==> config.mk <==
export PLATFORM = sky130hd
export DESIGN_NAME = cmdbuf_top
export DESIGN_NICKNAME = d
export VERILOG_FILES = /design/src/rtl/cmdbuf_pkg.sv /design/src/rtl/cmdbuf_cs_steer.sv /design/src/rtl/cmdbuf_fanout.sv /design/src/rtl/cmdbuf_top.sv
export SDC_FILE = /design/constraint.sdc
export NUM_CORES = 1
export LEC_CHECK = 0
export CAP_MARGIN = 15
export CORE_ASPECT_RATIO = 0.9
export CORE_MARGIN = 3
export CORE_UTILIZATION = 40
export CTS_CLUSTER_SIZE = 8
export DETAILED_ROUTE_END_ITERATION = 8
export DONT_BUFFER_PORTS = 1
export GPL_TIMING_DRIVEN = 0
export PLACE_DENSITY_LB_ADDON = 0.08
export SETUP_SLACK_MARGIN = 0.1
export SLEW_MARGIN = 20
export SYNTH_ARGS = -nofsm -noshare
export SYNTH_HDL_FRONTEND = slang
export SYNTH_HIERARCHICAL = 1
export SYNTH_SLANG_ARGS = --single-unit
==> constraint.sdc <==
create_clock -name clk -period 1.1 [get_ports clk]
set_clock_uncertainty 0.1 [all_clocks]
set_input_delay 0.275 -clock clk [delete_from_list [all_inputs] [get_ports clk]]
set_output_delay 0.275 -clock clk [all_outputs]
set_load 0.005 [all_outputs]
==> src/rtl/cmdbuf_pkg.sv <==
package cmdbuf_pkg;
    typedef enum logic {
        CS_QUAD = 1'b0,
        CS_PAIR = 1'b1
    } cs_mode_e;
endpackage

==> src/rtl/cmdbuf_cs_steer.sv <==
module cmdbuf_cs_steer
    import cmdbuf_pkg::*;
#(
    parameter int NPAIR = 2
) (
    input  cs_mode_e               mode_i,
    input  logic [2*NPAIR-1:0]     cs_n_i,
    input  logic                   b_off_i,
    output logic [NPAIR-1:0]       pair_a_o,
    output logic [NPAIR-1:0]       pair_b_o,
    output logic [2*NPAIR-1:0]     quad_o
);
    // Unused outputs are parked inactive (high) in either mode.
    always_comb begin
        pair_a_o = '1;
        pair_b_o = '1;
        quad_o   = '1;
        if (mode_i == CS_PAIR) begin
            pair_a_o = cs_n_i[NPAIR-1:0];
            pair_b_o = b_off_i ? '1 : cs_n_i[NPAIR-1:0];
        end else begin
            quad_o = cs_n_i;
        end
    end
endmodule

==> src/rtl/cmdbuf_fanout.sv <==
module cmdbuf_fanout #(
    parameter int W      = 24,
    parameter int COPIES = 2
) (
    input  logic [W-1:0]              d_i,
    input  logic [COPIES-1:0]         off_i,
    output logic [COPIES-1:0][W-1:0]  q_o
);
    for (genvar c = 0; c < COPIES; c++) begin : g_copy
        assign q_o[c] = off_i[c] ? '0 : d_i;
    end
endmodule

==> src/rtl/cmdbuf_top.sv <==
module cmdbuf_top
    import cmdbuf_pkg::*;
#(
    parameter int CMD_W = 24,
    parameter int NPAIR = 2,
    parameter int NCKE  = 2,
    parameter int NODT  = 2
) (
    input  logic                 clk,
    input  logic                 rst_n,
    input  logic                 cs_mode_strap,
    input  logic                 b_side_off,
    input  logic [CMD_W-1:0]     cmd_i,
    input  logic [2*NPAIR-1:0]   cs_n_i,
    input  logic [NCKE-1:0]      cke_i,
    input  logic [NODT-1:0]      odt_i,
    output logic [CMD_W-1:0]     cmd_a_o,
    output logic [CMD_W-1:0]     cmd_b_o,
    output logic [NPAIR-1:0]     cs_pair_a_o,
    output logic [NPAIR-1:0]     cs_pair_b_o,
    output logic [2*NPAIR-1:0]   cs_quad_o,
    output logic [NCKE-1:0]      cke_o,
    output logic [NODT-1:0]      odt_o
);
    localparam int NQUAD  = 2 * NPAIR;
    localparam int SIDE_A = 0;
    localparam int SIDE_B = 1;

    typedef struct packed {
        cs_mode_e            mode;
        logic [CMD_W-1:0]    cmd_a;
        logic [CMD_W-1:0]    cmd_b;
        logic [NPAIR-1:0]    cs_pa;
        logic [NPAIR-1:0]    cs_pb;
        logic [NQUAD-1:0]    cs_qd;
        logic [NCKE-1:0]     cke;
        logic [NODT-1:0]     odt;
    } state_t;

    state_t state_d, state_q;

    logic [1:0][CMD_W-1:0] side_cmd_d;
    logic [NPAIR-1:0]      pair_a_d, pair_b_d;
    logic [NQUAD-1:0]      quad_d;

    cmdbuf_fanout #(.W(CMD_W), .COPIES(2)) i_fanout (
        .d_i   (cmd_i),
        .off_i ({b_side_off, 1'b0}),
        .q_o   (side_cmd_d)
    );

    cmdbuf_cs_steer #(.NPAIR(NPAIR)) i_cs_steer (
        .mode_i   (state_q.mode),
        .cs_n_i   (cs_n_i),
        .b_off_i  (b_side_off),
        .pair_a_o (pair_a_d),
        .pair_b_o (pair_b_d),
        .quad_o   (quad_d)
    );

    always_comb begin
        state_d = state_q;
        if (!rst_n) begin
            state_d.mode  = cs_mode_e'(cs_mode_strap);
            state_d.cmd_a = '0;
            state_d.cmd_b = '0;
            state_d.cs_pa = '1;
            state_d.cs_pb = '1;
            state_d.cs_qd = '1;
            state_d.cke   = '0;
            state_d.odt   = '0;
        end else begin
            state_d.cmd_a = side_cmd_d[SIDE_A];
            state_d.cmd_b = side_cmd_d[SIDE_B];
            state_d.cs_pa = pair_a_d;
            state_d.cs_pb = pair_b_d;
            state_d.cs_qd = quad_d;
            state_d.cke   = cke_i;
            state_d.odt   = odt_i;
        end
    end

    always_ff @(posedge clk) begin
        state_q <= state_d;
    end

    assign cmd_a_o     = state_q.cmd_a;
    assign cmd_b_o     = state_q.cmd_b;
    assign cs_pair_a_o = state_q.cs_pa;
    assign cs_pair_b_o = state_q.cs_pb;
    assign cs_quad_o   = state_q.cs_qd;
    assign cke_o       = state_q.cke;
    assign odt_o       = state_q.odt;

    p_cmd_latency_r2: assert property (@(posedge clk) disable iff (!rst_n)
        $past(rst_n) |-> cmd_a_o == $past(cmd_i));

    p_b_copy_r3: assert property (@(posedge clk) disable iff (!rst_n)
        ($past(rst_n) && !$past(b_side_off)) |-> cmd_b_o == cmd_a_o);

    p_b_off_r4: assert property (@(posedge clk) disable iff (!rst_n)
        ($past(rst_n) && $past(b_side_off)) |-> (cmd_b_o == '0 && cs_pair_b_o == '1));

    p_quad_idle_r5: assert property (@(posedge clk) disable iff (!rst_n)
        ($past(rst_n) && state_q.mode == CS_PAIR) |-> cs_quad_o == '1);

    p_pair_idle_r6: assert property (@(posedge clk) disable iff (!rst_n)
        ($past(rst_n) && state_q.mode == CS_QUAD) |-> (cs_pair_a_o == '1 && cs_pair_b_o == '1));

    p_mode_hold_r7: assert property (@(posedge clk) disable iff (!rst_n)
        $past(rst_n) |-> $stable(state_q.mode));

    p_ctl_latency_r8: assert property (@(posedge clk) disable iff (!rst_n)
        $past(rst_n) |-> (cke_o == $past(cke_i) && odt_o == $past(odt_i)));
endmodule

## Word level (Yosys, flattened, before mapping)

Cells that the tools add are included.
Widths: inputs -> output; s select.

| storage, ports and cells | value |
|---|---|
| bits in registers | 61 |
| input port bits | 36 |
| output and inout bits | 60 |

| operators by class | value |
|---|---|
| bitwise operators | 2 |
| reductions and logical operators | 4 |

Operator list:

| operator | number |
|---|---|
| $reduce_or 2->1 | 2 |
| $reduce_or 3->1 | 1 |
| $not 1->1 | 2 |
| $reduce_and 2->1 | 1 |

## Longest topological paths before layout

| logic depth | value |
|---|---|
| depth after elaboration | 2 |
| depth in mapped cells | 3 |

## By module

Netlist, hierarchy kept.

Modules (own cells, without submodules):

| module | times used | cells an instance | area each (um2) |
|---|---|---|---|
| cmdbuf_top | 1 | 189 | 2095.8 |
| cmdbuf_fanout | 1 | 52 | 425.4 |
| cmdbuf_cs_steer | 1 | 8 | 57.6 |

## Least setup slack after synthesis

Ideal clock, no wire load.

| timing path | value |
|---|---|
| path type | reg2reg |
| start point | reg state_q[60] in the netlist's numbering |
| end point | reg state_q (netlist bit cs_quad_o[3]) |
| setup time | 0.119 ns |
| data arrival time | 0.911 ns |
| required time | 0.881 ns |
| setup slack | -0.030 ns |
| stages on the path, launching flop included | 3 |
| path buffers | 0 |
| clock period less this slack | 1.130 ns |
| path through | edfxtp_1 > or2_2 > or2b_1 |

| on the way | value |
|---|---|
| cells in the longest elaborated chain, start to end | 1 |

Ends and longest elaborated chain:

| item | RTL line | RTL |
|---|---|---|
| start, declared | cmdbuf_top.sv:40 | `state_t state_d, state_q;` |
| start signal, assigned | cmdbuf_top.sv:84 | `state_q <= state_d;` |
| $reduce_or 2->1 (no source line) | -- |  |

No other way between the ends.
A chain may end at the register's enable or synchronous reset.

## Worst setup path after layout

Ends and elaborated chain as after synthesis.

==> results.md <==
- The run finished, with violations left.
- The final reports fail on negative setup slack.
- The total power per unit cell area is 1570 nW/um^2.
- Fill cells in the final layout number 556.
- The cell count after synthesis is 249.
- The number of antenna violations at the first check in global routing is 0.
- The total cell area at the placement stage is 2710 sq um.
- The final-report hold violation count is 0.
- The smallest clock period supported by the final layout is computed as 1170 ps.
- The register bit count reported by yosys is 61.
- Yosys mapped the design onto 16 distinct sky130hd cell types.
- The core region is 6180 sq um.
- The H-tree depth is 3.
- For the worst setup path, the data arrival time is 1280 ps.
- The startpoint class of the critical path is a register.
- With fillers left out, the area of the finished cells amounts to 3240 sq um.
- The half-perimeter wire length of the detailed placement result is 3.13 mm.
- The worst setup path is captured at a register.
- The critical-path cell with the highest stage delay is edfxtp_1.
- The number of setup violations in the final report is 66.
- The slack of the worst reg-to-reg path is -70 ps.
- No sink is reached through more buffers than the 2 on the longest clock path.
- Setup total negative slack on the finished layout was measured at -1150 ps.
- The wire length reported by the detailed router is 4.48 mm.
- The wire length of the first global-routing pass is 7.06 mm.
- Setup repair after global routing could not meet its margin everywhere.
- The signal on the critical path passes through or2_4, or2b_1.
- Across every metal layer, demand over resource in global routing totals 12.9%.
- The highest fanout seen on the critical path is 8.
- For the worst setup path, the data required time is 1210 ps.
- The post-route worst setup slack is -68.2 ps.
- By count the netlist is led by 60 x buf_4, 60 x dfxtp_1, 52 x and2_1.
- The leakage power of the design is 1.44 nW.
- The mean number of vias per cell is 3.85.
- The worst register-to-register path begins at state_q[60].
- Before antenna repair, the detailed router went through 4 iterations.
- The net count of the finished layout is 307.
- After clock tree synthesis, the flow added hold-fix buffers numbering 6.
- The count of boundary I/O pins is 96.
- Final hold analysis gives a worst-case slack of 29.7 ps.
- The worst hold path terminates at cs_pair_a_o[1].
- Measured along the x axis, the die boundary spans 90.6 um.
- By area the synthesized netlist is led by dfxtp_1 47%, buf_4 17%, and2_1 13%, nor2b_2 9.5%, nor2b_1 2.9%.
- The fraction of the core area covered by cells at the end of the flow is 52.5%.
- By startpoint and endpoint, the worst setup path is classified as register to register.
- The number of placed instances with taps included is 341.
- The end of the worst register-to-register path is cs_quad_o[3].
- Across the run, the number of max-cap violations was 0.
- The count of vias placed by the detailed router is 1393.
- Clock tree synthesis selected as its root buffer the cell clkbuf_8.
- The initial cell density of the core is 41.7%.
- The design draws 5.09 mW.
- The worst reg-to-reg path cell count is 2.
- The final number of max-transition violations is 0.
- In this run the worst hold path is classified as primary input to register.
- In the routed design, unresolved DRC markers number 0.
- The critical path's largest stage delay is 470 ps.
- The most used flip-flop cell after synthesis is dfxtp_1.
- The total number of yosys warnings is 6.
- The top cell type's share of synthesized area is 46.6%.
- Buffers inserted during clock tree synthesis total 9.
- The clock transition at the registers of the reported paths is 60 ps.
- The via count of the first global-routing pass came to 1365.
- The number of synthesized flops with an enable pin is 1.
- The CTS tree is yes.
- The count of input and output buffers is 0.
- The floorplan step defined a die boundary enclosing 7450 sq um.
- Counting instances, the worst hold path has a depth of 2.
- After synthesis the cells add up to 2580 sq um.
- Before CTS, the worst setup slack after placement is -53.3 ps.
- The biggest area contributor in the post-synthesis netlist is dfxtp_1.
- The average instance in the mapped netlist occupies 10.4 sq um.
- The post-detailed-route count of antenna-violating nets is 0.
- The maximum clock rate is 0.856 GHz.
- Of the synthesized area, sequential elements account for 47.7%.
- The area added between synthesis and finish is 25.8%.
- The share of the clock period used by the worst path after layout is 106%.
- The die height is 82.2 um.
- The post-CTS setup buffer count is 0.
- The post-route netlist has 59.3% of its cells at a drive strength greater than 1.
- Entering global routing, the biggest net connects 11 pins.
- The routed length per instance is 12.4 um.
- After synthesis, the share of flip-flops with an asynchronous set or reset is 0%.
- The clock sink count is 61.
- Global routing finished with a remaining overflow of 0.
- The final estimated routing congestion in global placement is 0.711.
- For this run, the number of standard cells in the final layout without fillers is 362.
- The DRC violation total after the first TritonRoute iteration is 18.
- The maximum ir drop on the vdd rail is 0.000926 V.
- 0 antenna diodes ended up in the layout.
- Row generation in the floorplan step produced 27 rows.
- The clock latency reported for the late side of the worst-skew pair is 320 ps.
- The worst min-delay path startpoint is cs_n_i[1].
worst max-delay path, delay by kind of cell (launching register included):
kind,cells,cell delay [ps]
flops,1,470
simple gates,2,490
layer usage:
layer	GRT usage [%]	vias up	share of wire, %
met5	0	-	0
met4	5.05	0	1.4
met3	7.70	5	9.9
met2	20.1	52	47
met1	14.5	613	42
li1	-	723	-
cells by family (layout without fill, tap and decap cells):
group         Yosys count  in the layout  share of synthesized area, %
buf+inv                71             92                          20.5
flops                  61             61                          47.7
other cells             1              6                         0.145
simple gates          116            116                          31.6
power breakdown:
part,switching (mW),leakage (nW),internal (mW)
registers,0.0407,0.518,2.32
logic,0.147,0.804,0.303
clock network,0.787,0.116,1.48
total,0.976,1.44,4.11
layout by cell type (no fill, tap or decap), drive strengths merged:
cell type / instances
clkbuf: 15
dlygate4sd3: 6
edfxtp: 1
or2: 4
bufinv: 3
dfxtp: 60
nand2b: 7
buf: 65
clkinv: 2
or3b: 2
nor2b: 40
and2b: 8
inv: 1
and2: 52
conb: 6
or2b: 3
worst max path at each step:
stage / to / slack (ps) / from
final: cs_quad_o[3] / -70 / state_q[60]
after detailed placement: cs_quad_o[2] / -50 / state_q[60]
after CTS: cs_quad_o[3] / -70 / state_q[60]
after floorplan: cs_quad_o[3] / 30 / state_q[60]
after global placement: cs_pair_b_o[1] / -50 / state_q[60]
after global routing: cs_pair_b_o[0] / -120 / state_q[60]
registers in the layout (all words and copies together) (netlist names):
name,cells
cmd_b_o,24
cke_o,2
cmd_a_o,24
cs_pair_b_o,2
cs_quad_o,4
cs_pair_a_o,2
odt_o,2
state_q,1
area by class of cell:
| class | instances | area, sq um | share of cell area (%) |
|---|---|---|---|
| plain buffers | 70 | 706 | 21.8 |
| clock buffers | 10 | 128 | 3.93 |
| clock inverters | 5 | 100 | 3.09 |
| multi-input cells | 122 | 850 | 26.2 |
| well taps | 87 | 109 | 3.36 |
| inverters | 1 | 3.75 | 0.116 |
| repair buffers | 6 | 60.1 | 1.85 |
| flip-flops and latches | 61 | 1290 | 39.7 |
repair_timing:
action,in CTS,in global routing
pin swaps,1,2
hold endpoints to repair,6,1
setup endpoints to repair,68,68
gates resized for setup,25,71
Note: power is estimated with default switching activity, not from simulation.
